<file path="config.mk">
export PLATFORM = sky130hd
export DESIGN_NAME = addr_wrap_mask
export DESIGN_NICKNAME = d
export VERILOG_FILES = /design/src/rtl/awm_pkg.sv /design/src/rtl/awm_sync.sv /design/src/rtl/awm_window.sv /design/src/rtl/awm_qual.sv /design/src/rtl/addr_wrap_mask.sv
export SDC_FILE = /design/constraint.sdc
export NUM_CORES = 1
export LEC_CHECK = 0
export ABC_AREA = 1
export BUFFER_PORTS_ARGS = -buffer_cell sky130_fd_sc_hd__buf_2
export CAP_MARGIN = 20
export CORE_UTILIZATION = 44
export CTS_CLUSTER_DIAMETER = 40
export CTS_CLUSTER_SIZE = 28
export DETAILED_ROUTE_END_ITERATION = 8
export PLACE_DENSITY = 0.75
export SETUP_SLACK_MARGIN = 0.02
export SLEW_MARGIN = 15
export SYNTH_ARGS = -nofsm -noshare
export SYNTH_HDL_FRONTEND = slang
export SYNTH_SLANG_ARGS = --single-unit
</file>
<file path="constraint.sdc">
create_clock -name clk -period 1.5 [get_ports clk]
set_input_delay 0.3 -clock clk [delete_from_list [all_inputs] [get_ports clk]]
set_output_delay 0.3 -clock clk [all_outputs]
set_load 0.1 [all_outputs]
</file>
<file path="src/rtl/awm_pkg.sv">
package awm_pkg;

    typedef enum logic [1:0] {
        MODE_REAL     = 2'b00,
        MODE_PROT     = 2'b01,
        MODE_SMM      = 2'b10,
        MODE_PROT_ALT = 2'b11
    } op_mode_e;

    typedef enum logic [1:0] {
        CYC_NORMAL     = 2'b00,
        CYC_INQUIRE    = 2'b01,
        CYC_WRBACK     = 2'b10,
        CYC_NORMAL_ALT = 2'b11
    } cyc_kind_e;

    typedef struct packed {
        logic apply;
        logic undef_hit;
    } qual_s;

    function automatic logic mode_is_real(op_mode_e m);
        return m == MODE_REAL;
    endfunction

    function automatic logic mode_is_prot(op_mode_e m);
        return (m == MODE_PROT) || (m == MODE_PROT_ALT);
    endfunction

    function automatic logic kind_is_maskable(cyc_kind_e k);
        return (k == CYC_NORMAL) || (k == CYC_NORMAL_ALT);
    endfunction

endpackage

</file>
<file path="src/rtl/awm_sync.sv">
module awm_sync #(
    parameter int STAGES = 2
) (
    input  logic clk,
    input  logic rst,
    input  logic async_n,
    output logic first_o,
    output logic sync_o
);
    logic [STAGES-1:0] chain;

    generate
        for (genvar s = 0; s < STAGES; s++) begin : g_stage
            if (s == 0) begin : g_head
                always_ff @(posedge clk) begin
                    if (rst) chain[0] <= 1'b0;
                    else     chain[0] <= ~async_n;
                end
            end else begin : g_tail
                always_ff @(posedge clk) begin
                    if (rst) chain[s] <= 1'b0;
                    else     chain[s] <= chain[s-1];
                end
            end
        end
    endgenerate

    assign first_o = chain[0];
    assign sync_o  = chain[STAGES-1];
endmodule

</file>
<file path="src/rtl/awm_window.sv">
module awm_window #(
    parameter int WIN_EDGES = 3
) (
    input  logic clk,
    input  logic rst,
    input  logic early_i,
    input  logic strobe_i,
    output logic pend_o,
    output logic cap_o
);
    localparam int CNT_W = $clog2(WIN_EDGES + 2);
    localparam logic [CNT_W-1:0] LAST = CNT_W'(WIN_EDGES);

    logic [CNT_W-1:0] edge_cnt;
    logic             in_window;

    assign in_window = (edge_cnt != '0) && (edge_cnt <= LAST);

    always_ff @(posedge clk) begin
        if (rst) begin
            edge_cnt <= '0;
            cap_o    <= 1'b0;
            pend_o   <= 1'b1;
        end else begin
            if (edge_cnt <= LAST) edge_cnt <= edge_cnt + 1'b1;
            if (in_window && early_i) cap_o <= 1'b1;
            if (strobe_i) pend_o <= 1'b0;
        end
    end
endmodule

</file>
<file path="src/rtl/awm_qual.sv">
module awm_qual
    import awm_pkg::*;
(
    input  op_mode_e  mode_i,
    input  cyc_kind_e kind_i,
    input  logic      req_i,
    input  logic      sync_i,
    output qual_s     q_o
);
    always_comb begin
        q_o           = '0;
        q_o.apply     = req_i && mode_is_real(mode_i) && kind_is_maskable(kind_i);
        q_o.undef_hit = sync_i && mode_is_prot(mode_i);
    end
endmodule

</file>
<file path="src/rtl/addr_wrap_mask.sv">
module addr_wrap_mask
    import awm_pkg::*;
#(
    parameter int ADDR_W      = 32,
    parameter int WRAP_BIT    = 20,
    parameter int SYNC_STAGES = 2,
    parameter int WIN_EDGES   = 3
) (
    input  logic              clk,
    input  logic              rst,
    input  logic              wrap_req_n,
    input  logic [1:0]        mode_i,
    input  logic [1:0]        cyc_kind_i,
    input  logic [ADDR_W-1:0] addr_i,
    input  logic              addr_vld_i,
    output logic [ADDR_W-1:0] addr_o,
    output logic              addr_vld_o,
    output logic              masked_o,
    output logic              undef_use_o
);
    localparam logic [ADDR_W-1:0] WRAP_MASK = ADDR_W'(1) << WRAP_BIT;

    logic  early_req;
    logic  sync_req;
    logic  first_pend;
    logic  win_cap;
    logic  eff_req;
    qual_s qual;

    awm_sync #(.STAGES(SYNC_STAGES)) u_sync (
        .clk     (clk),
        .rst     (rst),
        .async_n (wrap_req_n),
        .first_o (early_req),
        .sync_o  (sync_req)
    );

    awm_window #(.WIN_EDGES(WIN_EDGES)) u_window (
        .clk      (clk),
        .rst      (rst),
        .early_i  (early_req),
        .strobe_i (addr_vld_i),
        .pend_o   (first_pend),
        .cap_o    (win_cap)
    );

    assign eff_req = first_pend ? win_cap : sync_req;

    awm_qual u_qual (
        .mode_i (op_mode_e'(mode_i)),
        .kind_i (cyc_kind_e'(cyc_kind_i)),
        .req_i  (eff_req),
        .sync_i (sync_req),
        .q_o    (qual)
    );

    always_ff @(posedge clk) begin
        if (rst) begin
            addr_o      <= '0;
            addr_vld_o  <= 1'b0;
            masked_o    <= 1'b0;
            undef_use_o <= 1'b0;
        end else begin
            addr_vld_o <= addr_vld_i;
            masked_o   <= addr_vld_i && qual.apply;
            if (addr_vld_i)
                addr_o <= qual.apply ? (addr_i & ~WRAP_MASK) : addr_i;
            if (qual.undef_hit) undef_use_o <= 1'b1;
        end
    end
endmodule

</file>
* Word level (Yosys, flattened, before mapping)
Index checks and enable logic that the tools add are counted.
Word-level totals: bits in read-only memories 0, word-level logic and storage cells 28, output and inout port bits 35, input port bits 40, bits in registers 42, bits in latches 0, memories kept 0, RAM bits 0
Operators by class: multiply operators 0, equal/unequal tests 3, $add $sub $neg 1, div/mod/pow operators 0, mux-type cells 2, $lt $le $gt $ge 1, reductions and logical operators 11, shift-type cells 0, bitwise logic cells 1
Operators by type and width (number):
- two-way mux 21 bit | 1
- logical AND 1 bit | 6
- == test 2 bit, second input constant | 2
- zero test 2 bit | 2
- adder 3 x 1 -> 3 bit, second input constant | 1
- less-or-equal comparator 3 x 2 -> 1 bit, second input constant | 1
- nonzero test 3 bit | 1
- == test 2 x 1 -> 1 bit, second input constant | 1
- logical OR 1 bit | 2
- two-way mux 1 bit | 1
- NOT 1 bit | 1

* Logic depth before layout (Yosys ltp)
depth in word-level cells 4, depth in mapped cells 6

* Hierarchy
A second synthesis with hierarchy kept.
Second synthesis, totals: cells, all modules 197, area total of the unflattened synthesis 1535.2 um2
By module, submodules not included:
- addr_wrap_mask | area each 1198.6 um2, times used 1, seq. area each 700.7 um2, cells an instance 150
- awm_window | area each 245.2 um2, times used 1, seq. area each 100.1 um2, cells an instance 32
- awm_sync | area each 53.8 um2, times used 1, seq. area each 40.0 um2, cells an instance 5
- awm_qual | area each 37.5 um2, times used 1, seq. area each 0.0 um2, cells an instance 10

* Least setup slack after synthesis
No wires, ideal clock.
path kind reg2reg, start point register addr_o[29] (netlist name), end point register addr_o[29], slack 215 ps, path buffers 0, required time 1433 ps, library setup time 67 ps, arrival 1218 ps, cell stages (with the launch flop) 3, clock period less this slack 1285 ps, path through dfxtp_1 -> o21ai_0 -> nor2_1
RTL lines:
- end signal, assigned | RTL line addr_wrap_mask.sv:67 | addr_o <= qual.apply ? (addr_i & ~WRAP_MASK) : addr_i;
- end, declared | RTL line addr_wrap_mask.sv:16 | output logic [ADDR_W-1:0] addr_o,

* Final worst setup path
start point register addr_o[25], end point output port addr_o[25]
No word-level cell between the ends.

==> reports/metrics.yaml <==
die_w_um: 60.15
synth.ff_latch_count: 42
power-per-cell-area_nw_per_um2: 1403
setup.worst_path.end: "addr_o[25]"
routed_wl_mm: 3.111
postSynthCellCount: 188
critPathMaxFanout: 2
antenna_found_initial: 0
place_congestion: 0.6955
wire_per_inst_um: 10.07
die_area_sq_um: 3617
vdd_drop_max_mv: 0.7289
core_sq_um: 3128
fin_cells: 309
min_path_type: "input port to flop"
required_ns: 1.20
cp-start-kind: "flop"
cts_tree: "done"
cp-end-kind: "primary output"
die_y_um: 60.15
hold_viol_final: 0
grt_pass1_vias: 1273
layout_commonest_cell: "buf_2"
synth_top_family_by_area: "simple AND/OR/NAND/NOR gates"
startpoint: "addr_o[25]"
start_util_pct: 47.56
period_share_pct: 95.62
r2r-start: "u_window.edge_cnt[0]"
drt_pass1_iterations: 4
htreeDepth: 2
vias_per_cell: 4.647
crit_path_top_delay_cell: "buf_2"
route.detailed.drc: 0
dp_cells: 301
tightest_slew_ns: 0.5012
min_period_ns: 1.434
fillers: 287
postCtsHoldBufs: 0
rrSetupSlack_ns: 0.20
cp.buffers_inverters: 1
grt.total_usage_pct: 19.49
final_cell_mix: "buf_2 (70), nor2_1 (69), dfxtp_1 (42), o21ai_0 (27), nand2_1 (10)"
root_buffer: "clkbuf_4"
clkSlewWorstSetupHoldPaths_ns: 0.11
n_antenna_cell: 0
clock_skew_ns: 0.008998
final_net_count: 307
grt_start_max_net_pins: 37
reg2reg_to: "u_window.edge_cnt[2]"
path_class: "flop to primary output"
cts.sinks: 42
worstPathCellList: "buf_2"
vias: 1436
mappedNetlistArea_sq_um: 1488
fmax_mhz: 697.2
r2r_cells: 6
drive_above_1_share_pct: 32.83
numCtsBuffers: 5
synth.distinct_cells: 13
numPortBuffers: 74
leakagePower_nw: 1.031
muxShareOfSynthArea_pct: 0
cp.arrival_ns: 1.13
yosys.area_share.simple_pct: 20.94
hold_ws_ns: 0.1022
synthesis.nets: 231
clockBufferDepth: 2
setup_violations: 0
stdcell_area_sq_um: 1996
yosysWarnings: 0
yosys.area_share.adder_pct: 2.523
status: "completed"
slew_headroom_pct: 66.82
synth_area_per_cell_sq_um: 7.913
synth_xor_area_share_pct: 0
rsz0062_at_grt: "no"
cts_resized: 0
rows: 20
cap_violations: 0
grt_first_pass_wirelength_mm: 5.202
post_cts_buffers: 0
critical-path-top-delay-family: "buffers and inverters"
path_depth: 1
syn2layout_area_growth_pct: 34.15
slowest_delay_ns: 0.43
clk_latency_ns: 0.34
ys_seq_area_share_pct: 56.52
io_pins: 75
setup_tns_ns: 0
dpl_cell_area_sq_um: 1911
drv_slew: 0
drtIter0Drc: 37
grt-ovfl-total: 0
synth_compound_area_share_pct: 14.47
ant_nets: 0
hpwl_mm: 2.173
[cell families (layout without fill, tap and decap cells)]
| group | Yosys count | after routing |
|---|---|---|
| flops | 42 | 42 |
| simple gates | 81 | 81 |
| compound gates | 43 | 43 |
| buf+inv | 19 | 96 |
| fa+ha+maj | 3 | 3 |
[per-stage QoR]
step | utilization [%] | setup WS (ns) | total power, W
after CTS | 63.48 | 0.05273 | 0.002823
after detailed placement | 61.08 | 0.2441 | 0.002132
after global routing | 63.80 | 0.02069 | 0.002942
after floorplan | - | 0.2146 | 0.001955
final | 63.80 | 0.06566 | 0.002801
after global placement | 61.08 | 0.3001 | 0.002120
[flip-flops by register name, indices dropped and copies added (netlist names)]
signal             cells
addr_o                32
addr_vld_o             1
masked_o               1
u_sync.first_o         1
u_sync.sync_o          1
u_window.cap_o         1
u_window.edge_cnt      3
u_window.pend_o        1
undef_use_o            1
[synth_stat cells (all sizes together)]
cell | number | share of area (%)
o21ai | 36 | 12
ha | 3 | 2.5
dfxtp | 42 | 57
nand3 | 1 | 0.34
nor2 | 69 | 17
buf | 8 | 2.7
inv | 10 | 2.5
nand2 | 10 | 2.5
a21oi | 7 | 2.4
clkbuf | 1 | 0.34
nor3 | 1 | 0.67
[report_power, final]
group	internal, W	switching, W
combinational	0.000184	0.000649
sequential	0.00122	0.0000581
clock	0.000354	0.000338
total	0.00176	0.00104
[final cells by class]
class	instances	area [sq um]	share of cell area [%]
Multi-Input combinational cell	127	564.3	28.28
Clock inverter	1	30.03	1.505
Timing Repair Buffer	78	422.9	21.19
Inverter	10	37.54	1.881
Tap cell	44	55.05	2.759
Clock buffer	7	45.04	2.257
Sequential cell	42	840.8	42.13
[worst min-delay path by stage]
stage / startpoint / end / slack, ns / cells after the start
floorplan: rst / u_sync.first_o / 0.37 / 1
global placement: u_sync.first_o / u_sync.sync_o / 0.43 / 2
detailed placement: u_sync.first_o / u_sync.sync_o / 0.42 / 2
CTS: wrap_req_n / u_sync.first_o / 0.08 / 2
global route: wrap_req_n / u_sync.first_o / 0.09 / 2
finish: wrap_req_n / u_sync.first_o / 0.10 / 2
[per-layer routing]
metal	GRT usage (%)	wire, um	vias up
li1	-	-	751
met1	23.66	1491	631
met2	31.40	1390	48
met3	5.195	177	6
met4	9.967	51	0
met5	0	0	-
Note: power is estimated with default switching activity, not from simulation.
